==> src/rtl/sdram_pt_pkg.sv <==
package sdram_pt_pkg;

  typedef enum logic [2:0] {
    CMD_NOP = 3'd0,
    CMD_PRE = 3'd1,
    CMD_ACT = 3'd2,
    CMD_RD  = 3'd3,
    CMD_WR  = 3'd4
  } cmd_e;

  typedef enum logic [1:0] {
    ST_IDLE = 2'd0,
    ST_ACT  = 2'd1,
    ST_RW   = 2'd2
  } seq_state_e;

endpackage

==> src/rtl/sdram_pt_bank_regs.sv <==
module sdram_pt_bank_regs #(
  parameter int NBANK  = 4,
  parameter int ROW_W  = 12,
  parameter int BANK_W = $clog2(NBANK)
) (
  input  logic              clk,
  input  logic              rst,
  input  logic [BANK_W-1:0] lk_bank,
  input  logic [ROW_W-1:0]  lk_row,
  output logic              lk_hit,
  input  logic              ld_en,
  input  logic [BANK_W-1:0] ld_bank,
  input  logic [ROW_W-1:0]  ld_row
);

  logic [ROW_W-1:0] page_mem [NBANK];
  logic [NBANK-1:0] open_q;

  // row storage without reset so it maps onto distributed RAM
  always_ff @(posedge clk) begin
    if (ld_en) page_mem[ld_bank] <= ld_row;
  end

  always_ff @(posedge clk) begin
    if (rst)        open_q <= '0;
    else if (ld_en) open_q[ld_bank] <= 1'b1;
  end

  assign lk_hit = open_q[lk_bank] && (page_mem[lk_bank] == lk_row);

  // a bank just loaded reads back as open
  assert_loaded_open_R4: assert property (@(posedge clk) disable iff (rst)
    ld_en |=> open_q[$past(ld_bank)]);

endmodule

==> src/rtl/sdram_pt_seq.sv <==
module sdram_pt_seq
  import sdram_pt_pkg::*;
#(
  parameter int NBANK  = 4,
  parameter int ROW_W  = 12,
  parameter int BANK_W = $clog2(NBANK)
) (
  input  logic              clk,
  input  logic              rst,
  input  logic              cfg_four_bank,
  input  logic              req_valid,
  output logic              req_ready,
  input  logic [BANK_W-1:0] req_bank,
  input  logic [ROW_W-1:0]  req_row,
  input  logic              req_write,
  input  logic              lk_hit,
  output logic              ld_en,
  output logic [BANK_W-1:0] ld_bank,
  output logic [ROW_W-1:0]  ld_row,
  output logic              cmd_valid,
  output cmd_e              cmd_code,
  output logic [BANK_W-1:0] cmd_bank,
  output logic [ROW_W-1:0]  cmd_row,
  output logic              stat_valid,
  output logic              stat_hit,
  output logic              stat_err
);

  localparam int HALF = NBANK / 2;

  seq_state_e        state_q;
  logic [BANK_W-1:0] bank_q;
  logic [ROW_W-1:0]  row_q;
  logic              wr_q;
  logic              accept;
  logic              bad_bank;

  assign req_ready = (state_q == ST_IDLE);
  assign accept    = req_valid && req_ready;
  assign bad_bank  = !cfg_four_bank && (int'(req_bank) >= HALF);

  // the row is loaded on the edge that puts ACTIVATE on the outputs
  assign ld_en   = (state_q == ST_ACT);
  assign ld_bank = bank_q;
  assign ld_row  = row_q;

  always_ff @(posedge clk) begin
    if (rst) begin
      state_q    <= ST_IDLE;
      bank_q     <= '0;
      row_q      <= '0;
      wr_q       <= 1'b0;
      cmd_valid  <= 1'b0;
      cmd_code   <= CMD_NOP;
      cmd_bank   <= '0;
      cmd_row    <= '0;
      stat_valid <= 1'b0;
      stat_hit   <= 1'b0;
      stat_err   <= 1'b0;
    end else begin
      cmd_valid  <= 1'b0;
      stat_valid <= 1'b0;
      case (state_q)
        ST_IDLE: begin
          if (accept) begin
            stat_valid <= 1'b1;
            stat_err   <= bad_bank;
            stat_hit   <= !bad_bank && lk_hit;
            bank_q     <= req_bank;
            row_q      <= req_row;
            wr_q       <= req_write;
            cmd_bank   <= req_bank;
            cmd_row    <= req_row;
            if (!bad_bank) begin
              cmd_valid <= 1'b1;
              if (lk_hit) begin
                cmd_code <= req_write ? CMD_WR : CMD_RD;
              end else begin
                cmd_code <= CMD_PRE;
                state_q  <= ST_ACT;
              end
            end
          end
        end
        ST_ACT: begin
          cmd_valid <= 1'b1;
          cmd_code  <= CMD_ACT;
          state_q   <= ST_RW;
        end
        ST_RW: begin
          cmd_valid <= 1'b1;
          cmd_code  <= wr_q ? CMD_WR : CMD_RD;
          state_q   <= ST_IDLE;
        end
        default: state_q <= ST_IDLE;
      endcase
    end
  end

  assert_pre_then_act_R3: assert property (@(posedge clk) disable iff (rst)
    (cmd_valid && cmd_code == CMD_PRE) |=>
      (cmd_valid && cmd_code == CMD_ACT && $stable(cmd_bank)));

  assert_act_then_col_R3: assert property (@(posedge clk) disable iff (rst)
    (cmd_valid && cmd_code == CMD_ACT) |=>
      (cmd_valid && (cmd_code == CMD_RD || cmd_code == CMD_WR) && $stable(cmd_bank)));

  assert_hit_single_col_R2: assert property (@(posedge clk) disable iff (rst)
    (stat_valid && stat_hit) |->
      (cmd_valid && (cmd_code == CMD_RD || cmd_code == CMD_WR)));

  assert_miss_starts_pre_R6: assert property (@(posedge clk) disable iff (rst)
    (stat_valid && !stat_hit && !stat_err) |-> (cmd_valid && cmd_code == CMD_PRE));

  assert_err_silent_R7: assert property (@(posedge clk) disable iff (rst)
    (stat_valid && stat_err) |-> (!cmd_valid && req_ready));

  assert_ready_low_R8: assert property (@(posedge clk) disable iff (rst)
    (cmd_valid && (cmd_code == CMD_PRE || cmd_code == CMD_ACT)) |-> !req_ready);

  assert_stat_pulse_R9: assert property (@(posedge clk) disable iff (rst)
    stat_valid |=> !stat_valid || $past(accept));

  assert_stat_excl_R9: assert property (@(posedge clk) disable iff (rst)
    stat_valid |-> !(stat_hit && stat_err));

endmodule

==> src/rtl/sdram_page_tracker.sv <==
module sdram_page_tracker #(
  parameter int NBANK  = 4,
  parameter int ROW_W  = 12,
  parameter int BANK_W = $clog2(NBANK)
) (
  input  logic              clk,
  input  logic              rst,
  input  logic              cfg_four_bank,
  input  logic              req_valid,
  output logic              req_ready,
  input  logic [BANK_W-1:0] req_bank,
  input  logic [ROW_W-1:0]  req_row,
  input  logic              req_write,
  output logic              cmd_valid,
  output logic [2:0]        cmd_code,
  output logic [BANK_W-1:0] cmd_bank,
  output logic [ROW_W-1:0]  cmd_row,
  output logic              stat_valid,
  output logic              stat_hit,
  output logic              stat_err
);

  logic              lk_hit;
  logic              ld_en;
  logic [BANK_W-1:0] ld_bank;
  logic [ROW_W-1:0]  ld_row;
  sdram_pt_pkg::cmd_e code_w;

  sdram_pt_bank_regs #(.NBANK(NBANK), .ROW_W(ROW_W), .BANK_W(BANK_W)) regs_i (
    .clk     (clk),
    .rst     (rst),
    .lk_bank (req_bank),
    .lk_row  (req_row),
    .lk_hit  (lk_hit),
    .ld_en   (ld_en),
    .ld_bank (ld_bank),
    .ld_row  (ld_row)
  );

  sdram_pt_seq #(.NBANK(NBANK), .ROW_W(ROW_W), .BANK_W(BANK_W)) seq_i (
    .clk           (clk),
    .rst           (rst),
    .cfg_four_bank (cfg_four_bank),
    .req_valid     (req_valid),
    .req_ready     (req_ready),
    .req_bank      (req_bank),
    .req_row       (req_row),
    .req_write     (req_write),
    .lk_hit        (lk_hit),
    .ld_en         (ld_en),
    .ld_bank       (ld_bank),
    .ld_row        (ld_row),
    .cmd_valid     (cmd_valid),
    .cmd_code      (code_w),
    .cmd_bank      (cmd_bank),
    .cmd_row       (cmd_row),
    .stat_valid    (stat_valid),
    .stat_hit      (stat_hit),
    .stat_err      (stat_err)
  );

  assign cmd_code = code_w;

  // the cycle after reset is released, no command or status is pending
  assert_reset_quiet_R1: assert property (@(posedge clk)
    $past(rst) |-> (!cmd_valid && !stat_valid && req_ready));

endmodule

==> config.mk <==
export PLATFORM = sky130hd
export DESIGN_NAME = sdram_page_tracker
export DESIGN_NICKNAME = d
export VERILOG_FILES = /design/src/rtl/sdram_pt_pkg.sv /design/src/rtl/sdram_pt_bank_regs.sv /design/src/rtl/sdram_pt_seq.sv /design/src/rtl/sdram_page_tracker.sv
export SDC_FILE = /design/constraint.sdc
export NUM_CORES = 1
export LEC_CHECK = 0
export ABC_CLOCK_PERIOD_IN_PS = 3650
export BUFFER_PORTS_ARGS = -buffer_cell sky130_fd_sc_hd__buf_2
export CAP_MARGIN = 30
export CORE_AREA = 5 5 90 92
export DETAILED_ROUTE_END_ITERATION = 10
export DIE_AREA = 0 0 95 97
export PLACE_DENSITY_LB_ADDON = 0.12
export REMOVE_ABC_BUFFERS = 1
export SLEW_MARGIN = 20
export SYNTH_ARGS = -nofsm -noshare
export SYNTH_HDL_FRONTEND = slang
export SYNTH_SLANG_ARGS = --single-unit
==> constraint.sdc <==
create_clock -name clk -period 3.65 [get_ports clk]
set_clock_uncertainty 0.2 [all_clocks]
set_input_delay 0.73 -clock clk [delete_from_list [all_inputs] [get_ports clk]]
set_output_delay 0.73 -clock clk [all_outputs]
set_load 0.02 [all_outputs]
==> qor.yml <==
timing:
  fmax_mhz: 367.8
  hold_violations: 0
  grt_setup_unrepaired: "no"
  setup_viol: 0
  finalSetupTns_ns: 0
  relSlewSlack_pct: 48.63
  post-route-min-period_ns: 2.719
  slew_viol_final: 0
  setup_slack_ns: 0.9312
  period_share_pct: 74.49
  tightest_slew_ns: 0.7687
floorplanning:
  start_util_pct: 44.32
  coreArea_mm2: 0.007137
  dieArea_mm2: 0.009215
  die_w_um: 95
  die_y_um: 97
  ios: 41
  num_rows: 31
layout:
  nets: 306
  num-fill-cells: 704
  fin_util_pct: 50.77
  layout_commonest_cell: "edfxtp_1"
  layout_common_cells: "48 x edfxtp_1, 40 x buf_2, 37 x nand2_1"
  area_growth_pct: 14.56
  drive_gt1_share_pct: 23.69
  num_antenna_cells: 0
drt:
  totalWireLength_um: 6692
  via_per_inst: 5.057
  drtIter0Drc: 105
  drtPass1Iterations: 4
  drt-wirelength-per-cell_um: 17.34
  vias: 1952
  antenna_left: 0
  drc: 0
synth:
  synthFlopType: "edfxtp_1"
  synth_top_area_share_pct: 45.57
  synthTopCellsByArea: "edfxtp_1 46%, dfxtp_1 18%, nand2_1 4.4%"
  syn_area_mm2: 0.003163
  synth_edf_count: 48
  ys_ff_latch: 76
  synth_cell_types: 41
  ys_seq_area_share_pct: 63.29
  yosys_warnings: 0
  synth.largest_area_cell: "edfxtp_1"
  synthCells: 238
  syn_area_per_cell_um2: 13.29
  ys_async_sr_fraction_pct: 0
cts:
  cts_sinks: 76
  ctsHoldBuffers: 0
  clk_pin_slew_ns: 0.08
  cts_buffers: 9
  root_buffer: "clkbuf_8"
  cts_resized: 0
  cts_tree: "yes"
  cts_max_level: 3
  clockBufferDepth: 2
  clk_latency_ns: 0.34
  cts_setup_buffers: 0
global_routing:
  grt_max_degree: 32
  grt_overflow_total: 0
  antenna_found_initial: 0
  grt_usage_pct: 15.73
  first_global_vias: 1983
  grt_pass1_wl_um: 10770
placement:
  place_ws_ns: 0.5509
  routabilityCongestion: 0.7848
  place_hpwl_um: 4411
  port_buffers: 40
setup_path:
  path_cells: "buf_2 > mux4_2 > xnor2_1 > and2_1 > and4b_1 > nand4_2 > a31o_1"
  critical-path-slowest-cell: "mux4_2"
  worstSetupPathType: "in2reg"
  critPathArrivalTime_ns: 2.75
  endpoint_kind: "flip-flop"
  cp_slowest_stage_delay_ns: 0.58
  crit_required_ns: 3.69
  start_kind: "input pin"
  critPathMaxFanout: 15
outcome:
  status: "completed"
worst_hold_path:
  hold_path.class: "reg2reg"
pwr:
  p_leak_nw: 1.358
  p_per_area_mw_per_mm2: 500.1
  ir_worst_vdd_mv: 0.2749
  p_total_mw: 1.812
run:
  drv_cap: 0
==> final cells by class <==
class                      count  area (µm²)  area share (%)
sequential                    76        2002           55.25
multi-input combinational    148        1082           29.87
timing repair buffer          43       222.7           6.146
clock buffer                  12       135.1           3.729
tap                           99       123.9           3.419
clock inverter                 3       38.79           1.070
inverter                       5       18.77          0.5180
==> flip-flops by register name (all words and copies together), names as in the netlist <==
name,count
regs_i.page_mem,48
seq_i.wr_q,1
seq_i.stat_err,1
seq_i.stat_hit,1
seq_i.stat_valid,1
seq_i.state_q,2
seq_i.cmd_valid,1
regs_i.open_q,4
seq_i.ld_row,12
seq_i.cmd_code,3
seq_i.cmd_bank,2
==> report_power, final <==
group / leakage, nW / switching [mW] / total, mW / internal [mW]
Clock: 0.0879 / 0.292 / 0.602 / 0.310
Sequential: 0.664 / 0.0257 / 0.984 / 0.959
Combinational: 0.606 / 0.142 / 0.225 / 0.0833
==> path summary, 6_finish.rpt <==
path,slack (ns),to,cells after the start,from
min,0.26,seq_i.stat_hit,2,seq_i.stat_hit
min reg2reg,0.26,seq_i.stat_hit,2,seq_i.stat_hit
max,0.93,seq_i.cmd_code[0],7,req_bank[0]
max reg2reg,1.44,seq_i.cmd_code[0],6,regs_i.page_mem[2][6]
==> stage by stage <==
stage / cell area, µm² / hold WS (ns) / cells
2_1_floorplan: 3098 / 0.2346 / 229
3_3_place_gp: 3450 / 0.2407 / 371
3_5_place_dp: 3450 / 0.2587 / 371
4_1_cts: 3623 / 0.2695 / 386
5_1_grt: 3623 / 0.2798 / 386
6_report: 3623 / 0.2603 / 386
==> worst max-delay path, delay by kind of cell <==
| kind | cells | cell delay [ns] |
|---|---|---|
| and+or+nand+nor | 3 | 0.60 |
| muxes | 1 | 0.58 |
| AOI/OAI and AO/OA | 1 | 0.23 |
| xor gates and xnor gates | 1 | 0.21 |
| buffers and inverters | 1 | 0.39 |
==> cell families after synthesis <==
logic type                 Yosys count  synth area share [%]
buffers and inverters               14                 2.650
adders and majority gates            4                 1.582
and+or+nand+nor                     84                 13.01
AOI/OAI and AO/OA                   30                 6.527
muxes                               17                 9.336
DFF                                 76                 63.29
xor gates and xnor gates            13                 3.600
==> routing by layer <==
metal / GRT usage [%] / vias to the layer above / share of wire, %
met2: 24.57 / 48 / 48
met5: 0 / - / 0
met4: 7.658 / 0 / 1.3
met3: 2.793 / 6 / 3.9
met1: 20.90 / 937 / 47
li1: - / 961 / -
==> cell usage after synthesis (3+ instances only) <==
library cell   n
buf_1          3
nand4_1        3
nor3_1         3
mux2i_1        7
inv_1          5
ha_1           4
a21oi_1       18
nor2_1        18
nor2b_1        3
nor3b_1        3
mux4_2         6
nand2_1       37
and2_1         5
dfxtp_1       28
edfxtp_1      48
xnor2_1       11
mux4_1         3
clkbuf_1       3
(Power assumes the default switching activity.)
